--- src/rtl/sdiv_timed.sv ---
module sdiv_timed (
  input  logic        clk,
  input  logic        rst_n,
  input  logic        start_i,
  input  logic [31:0] dividend_i,
  input  logic [15:0] divisor_i,
  output logic        busy_o,
  output logic        done_o,
  output logic [15:0] quot_o,
  output logic [15:0] rem_o,
  output logic        ovf_o,
  output logic        dbz_o,
  output logic [7:0]  cycles_o
);

  localparam int QW = 16;
  localparam int DW = 2 * QW;
  localparam int CW = 8;
  localparam int PW = 7;

  logic          dividing_q, short_q, negq_q, negr_q;
  logic [CW-1:0] step_q, tgt_q;
  logic [PW-1:0] base_q;
  logic [QW-1:0] mdvs_q, rem_q, qsh_q;

  wire          neg_d  = dividend_i[DW-1];
  wire          neg_v  = divisor_i[QW-1];
  wire [DW-1:0] mag_d  = neg_d ? (~dividend_i + 1'b1) : dividend_i;
  wire [QW-1:0] mag_v  = neg_v ? (~divisor_i + 1'b1) : divisor_i;
  wire          absovf = mag_d[DW-1:QW] >= mag_v;
  wire          accept = start_i && !busy_o && !done_o;

  wire [PW-1:0] base_n = neg_v ? (neg_d ? PW'(62) : PW'(61))
                               : (neg_d ? PW'(63) : PW'(60));
  wire [CW-1:0] short_cyc = neg_d ? CW'(18) : CW'(16);

  wire [QW:0]   trial = {rem_q, qsh_q[QW-1]};
  wire          ge    = trial >= {1'b0, mdvs_q};
  wire [QW:0]   diff  = trial - {1'b0, mdvs_q};
  wire [QW-1:0] rem_n = ge ? diff[QW-1:0] : trial[QW-1:0];
  wire [QW-1:0] qsh_n = {qsh_q[QW-2:0], ge};

  function automatic logic [PW-1:0] zero_count(input logic [QW-1:0] q);
    logic [PW-1:0] z;
    z = '0;
    for (int i = 1; i < QW; i++)
      if (!q[i]) z = z + 1'b1;
    return z;
  endfunction

  wire [PW-1:0] pairs = base_q + zero_count(qsh_n);
  wire [CW-1:0] tgt_n = {pairs, 1'b0};

  wire [QW-1:0] q_signed = negq_q ? (~qsh_q + 1'b1) : qsh_q;
  wire [QW-1:0] r_signed = negr_q ? (~rem_q + 1'b1) : rem_q;
  wire          sovf     = negq_q ? (qsh_q > 16'h8000) : qsh_q[QW-1];

  always_ff @(posedge clk) begin
    if (!rst_n) begin
      busy_o     <= 1'b0;
      done_o     <= 1'b0;
      quot_o     <= '0;
      rem_o      <= '0;
      ovf_o      <= 1'b0;
      dbz_o      <= 1'b0;
      cycles_o   <= '0;
      dividing_q <= 1'b0;
      short_q    <= 1'b0;
      negq_q     <= 1'b0;
      negr_q     <= 1'b0;
      step_q     <= '0;
      tgt_q      <= '0;
      base_q     <= '0;
      mdvs_q     <= '0;
      rem_q      <= '0;
      qsh_q      <= '0;
    end else begin
      done_o <= 1'b0;
      if (accept) begin
        if (divisor_i == '0) begin
          done_o   <= 1'b1;
          dbz_o    <= 1'b1;
          ovf_o    <= 1'b0;
          quot_o   <= '0;
          rem_o    <= '0;
          cycles_o <= '0;
        end else begin
          busy_o     <= 1'b1;
          step_q     <= CW'(1);
          dividing_q <= !absovf;
          short_q    <= absovf;
          tgt_q      <= absovf ? short_cyc : '0;
          base_q     <= base_n;
          mdvs_q     <= mag_v;
          rem_q      <= mag_d[DW-1:QW];
          qsh_q      <= mag_d[QW-1:0];
          negq_q     <= neg_d ^ neg_v;
          negr_q     <= neg_d;
        end
      end else if (busy_o) begin
        step_q <= step_q + 1'b1;
        if (dividing_q) begin
          rem_q <= rem_n;
          qsh_q <= qsh_n;
          if (step_q == CW'(QW)) begin
            dividing_q <= 1'b0;
            tgt_q      <= tgt_n;
          end
        end else if (step_q == tgt_q) begin
          busy_o   <= 1'b0;
          done_o   <= 1'b1;
          dbz_o    <= 1'b0;
          cycles_o <= tgt_q;
          ovf_o    <= short_q | sovf;
          quot_o   <= short_q ? '0 : q_signed;
          rem_o    <= short_q ? '0 : r_signed;
        end
      end
    end
  end

  assert_done_not_busy_R8: assert property (@(posedge clk) disable iff (!rst_n)
    !(done_o && busy_o));
  assert_done_pulse_R8: assert property (@(posedge clk) disable iff (!rst_n)
    done_o |=> !done_o);
  assert_fall_gives_done_R8: assert property (@(posedge clk) disable iff (!rst_n)
    $fell(busy_o) |-> done_o);
  assert_operands_frozen_R2: assert property (@(posedge clk) disable iff (!rst_n)
    busy_o |=> $stable(mdvs_q) && $stable(negq_q) && $stable(negr_q));
  assert_dbz_result_R3: assert property (@(posedge clk) disable iff (!rst_n)
    done_o && dbz_o |-> cycles_o == '0 && quot_o == '0 && rem_o == '0 && !ovf_o);
  assert_short_exit_R4: assert property (@(posedge clk) disable iff (!rst_n)
    done_o && ovf_o && cycles_o < CW'(120) |-> (cycles_o == CW'(16) || cycles_o == CW'(18))
      && quot_o == '0 && rem_o == '0);
  assert_clean_range_R9: assert property (@(posedge clk) disable iff (!rst_n)
    done_o && !dbz_o && !ovf_o |-> cycles_o >= CW'(122) && cycles_o <= CW'(156) && !cycles_o[0]);

endmodule

--- config.mk ---
export PLATFORM = sky130hd
export DESIGN_NAME = sdiv_timed
export DESIGN_NICKNAME = d
export VERILOG_FILES = /design/src/rtl/sdiv_timed.sv
export SDC_FILE = /design/constraint.sdc
export NUM_CORES = 1
export LEC_CHECK = 0
export ABC_CLOCK_PERIOD_IN_PS = 9500
export BUFFER_PORTS_ARGS = -buffer_cell sky130_fd_sc_hd__buf_2
export CELL_PAD_IN_SITES_DETAIL_PLACEMENT = 1
export CELL_PAD_IN_SITES_GLOBAL_PLACEMENT = 1
export CORE_MARGIN = 2
export CORE_UTILIZATION = 40
export DETAILED_ROUTE_END_ITERATION = 10
export PLACE_DENSITY_LB_ADDON = 0.1
export RECOVER_POWER = 50
export SYNTH_ARGS = -nofsm -noshare
export SYNTH_HDL_FRONTEND = slang
export SYNTH_SLANG_ARGS = --single-unit
--- constraint.sdc ---
create_clock -name clk -period 9.5 [get_ports clk]
set_input_delay 0.475 -clock clk [delete_from_list [all_inputs] [get_ports clk]]
set_output_delay 0.475 -clock clk [all_outputs]
set_load 0.05 [all_outputs]
==> results.json <==
{
  "ff_latch_area_sq_um": 2231,
  "cp.arrival_ps": 9210,
  "die_y_um": 154.9,
  "nFillCells": 2866,
  "skew_ps": 18.62,
  "hpwlAfterDp_mm": 21.19,
  "yosysTopAreaCell": "dfxtp_1",
  "grt_pass1_wl_mm": 45.46,
  "synth.cell_area_sq_um": 9111,
  "post-route-min-period_ps": 8894,
  "crit_path_end": "tgt_q[7]$_SDFFE_PN0P_",
  "ys_seq_area_frac": 0.2439,
  "reg2reg_to": "tgt_q[7]$_SDFFE_PN0P_",
  "core_area_sq_um": 22500,
  "setup_viol": 0,
  "antenna_found_initial": 0,
  "synth_nets": 1295,
  "synth-main-ff-cell": "dfxtp_1",
  "max_freq_mhz": 112.4,
  "initial_core_util": 0.4049,
  "required_ps": 9820,
  "synth_edf_count": 0,
  "startpoint": "qsh_q[1]$_SDFFE_PN0P_",
  "violations": "max-capacitance violations, max-slew violations",
  "cts_max_path_buffers": 2,
  "post-place-ws_ps": 170.8,
  "slowest_stage": "dfxtp_4",
  "synth_area_leaders": "dfxtp_1 (24%), ha_1 (8.1%), xnor2_1 (7.9%)",
  "cts_tree": "built",
  "grt_max_degree": 87,
  "async_reset_ff_frac": 0,
  "synth-warning-count": 0,
  "cap_violations": 1,
  "critical_path_class": "register to register",
  "synth_cell_types": 76,
  "r2r_start": "qsh_q[1]$_SDFFE_PN0P_",
  "syn2layout_area_growth_pct": 10.86,
  "drt-pass1-iter-count": 5,
  "hold_path_class": "primary input to register",
  "clock-root-buffer": "clkbuf_16",
  "cts_num_sinks": 111,
  "grt-ovfl-total": 0,
  "nets": 1346,
  "reg2reg_slack_ps": 610,
  "n_antenna_cell": 0,
  "start_kind": "register",
  "worst_pin_slew_ps": 1611,
  "worst_setup_path_end_kind": "register",
  "grt_pass1_vias": 8528,
  "hold_viol": 0,
  "htreeDepth": 3,
  "fin_util": 0.4489,
  "port-buffer-count": 93,
  "routedWlPerCell_um": 18.25,
  "drive_gt1_frac": 0.09847,
  "synth_top_cell_area_share": 0.2439,
  "drv_slew": 37,
  "slowest_delay_ps": 390,
  "dp_cells": 1505,
  "final_cell_count_no_fill": 1524,
  "crit_fanout": 7,
  "die_width_um": 154.9,
  "clk_latency_ps": 380,
  "fin_crit_sh": 0.9362,
  "drt_iter0_drc": 467,
  "num_vias": 8570,
  "syn_avg_cell_area_sq_um": 7.702,
  "gp_congestion": 0.8463,
  "grt_usage": 0.2336,
  "crit_top_cell": "ha_1",
  "worst_slack_ps": 606.4,
  "reg2reg_depth": 46,
  "route.detailed.drc": 0,
  "clk_pin_slew_ps": 90,
  "status": "complete, but fails checks",
  "wl_mm": 27.82,
  "dieArea_sq_um": 24000,
  "multi_input_area_sq_um": 6519,
  "relSlewSlack": -0.07423,
  "io_pins": 95,
  "syn-instance-count": 1183,
  "ys_seq_elements": 111,
  "cts_buffers": 9,
  "via_per_inst": 5.623,
  "ant_nets": 0,
  "holdWs_ps": 414.3,
  "rows": 55
}
-- worst min path at each step --
stage	depth (start not counted)	from	slack [ps]	end
2_1_floorplan	2	mdvs_q[0]$_SDFFE_PN0P_	440	mdvs_q[0]$_SDFFE_PN0P_
3_3_place_gp	2	quot_o[1]$_SDFFE_PN0P_	440	quot_o[1]$_SDFFE_PN0P_
3_5_place_dp	2	quot_o[2]$_SDFFE_PN0P_	440	quot_o[2]$_SDFFE_PN0P_
4_1_cts	3	divisor_i[0]	400	mdvs_q[0]$_SDFFE_PN0P_
5_1_grt	3	divisor_i[0]	410	mdvs_q[0]$_SDFFE_PN0P_
6_report	3	divisor_i[0]	410	mdvs_q[0]$_SDFFE_PN0P_
-- stage by stage --
stage          instance area (sq um)  TNS [ps]
6_report                       10100         0
5_1_grt                        10100    -45.53
4_1_cts                        10080         0
3_5_place_dp                    9776         0
3_3_place_gp                    9776         0
2_1_floorplan                   9111         0
-- synthesized netlist by cell type (3+ instances only) --
master    number
a221o_1        3
mux2_2         8
o31ai_1       22
dfxtp_1      111
o211ai_1      22
ha_1          59
nand4_1       11
a21o_1        19
or2_2          5
xnor2_1       82
and3_1         6
a221oi_1       3
nand2b_1      22
or4_1         11
nor2_1       130
a31oi_1       13
o21a_1         5
o21ai_0       68
a211oi_1      27
nor2b_1       26
and2_1         3
clkbuf_1      61
a21oi_1       74
or3_1         13
nor3_1        19
buf_1          3
nor4b_1        3
nand3_1       20
nand3b_1       5
mux2i_1       10
a22oi_1       26
o41ai_1        7
nor4_1        14
inv_1         47
xor2_1        60
o22ai_1        3
nand2_1      115
-- cell type report --
type | instances | share of cell area
clock inverter | 7 | 0.007680
clock buffer | 9 | 0.02230
timing repair buffer | 107 | 0.05066
multi-input combinational | 957 | 0.6454
sequential | 111 | 0.2209
inverter | 48 | 0.01784
tap | 285 | 0.03530
-- sequential cells by signal, summed over array words and instances (netlist names), 2 cells and up --
name / flops
rem_o: 16
qsh_q: 16
quot_o: 16
step_q: 8
rem_q: 16
cycles_o: 7
base_q: 2
tgt_q: 7
mdvs_q: 16
-- routing by layer --
metal / GRT usage / routed length, um / up-vias / share of wire
li1: - / - / 4297 / -
met1: 0.3507 / 14650 / 4109 / 0.53
met2: 0.3560 / 11840 / 144 / 0.43
met3: 0.02173 / 850 / 20 / 0.031
met4: 0.06393 / 473 / 0 / 0.017
met5: 0 / 0 / - / 0
-- layout by cell type (no fill, tap or decap), types with 20 or more instances in the layout --
master,n
o21ai_0,67
nand3_1,20
nor2_1,130
dfxtp_1,108
o31ai_1,22
nor2b_1,24
nand2_1,115
a211oi_1,25
a22oi_1,26
nand2b_1,22
xnor2_1,81
ha_1,58
buf_2,49
o211ai_1,22
inv_1,46
clkbuf_1,45
xor2_1,60
a21oi_1,72
-- critical path: cells and delay by family (launching register included) --
kind	cells	cell delay, ps
AO/OA/AOI/OAI	13	1680
flip-flops	1	390
buffers and inverters	2	140
AND/OR/NAND/NOR	9	1390
adder cells (fa/ha/maj)	10	2880
XOR/XNOR	7	1190
multiplexers	5	1130
-- cell families (layout without fill, tap and decap cells) --
group | count (synthesis) | after routing | synth area share
AND/OR/NAND/NOR | 414 | 414 | 0.2189
AO/OA/AOI/OAI | 311 | 311 | 0.2197
flip-flops | 111 | 111 | 0.2439
buffers and inverters | 115 | 171 | 0.04834
XOR/XNOR | 152 | 152 | 0.1625
other | 1 | 1 | 0.0004116
multiplexers | 18 | 18 | 0.02087
adder cells (fa/ha/maj) | 61 | 61 | 0.08542
-- repair_timing --
action	4_1_cts	5_1_grt
endpoints found under the hold margin	0	0
buffers inserted	0	3
endpoints found under the setup margin	0	4
resized for setup	0	15
hold buffers	0	0
Power is left out: the tool's default activity adds up to more than one toggle a clock period on the data nets, which glitch-free logic cannot reach.
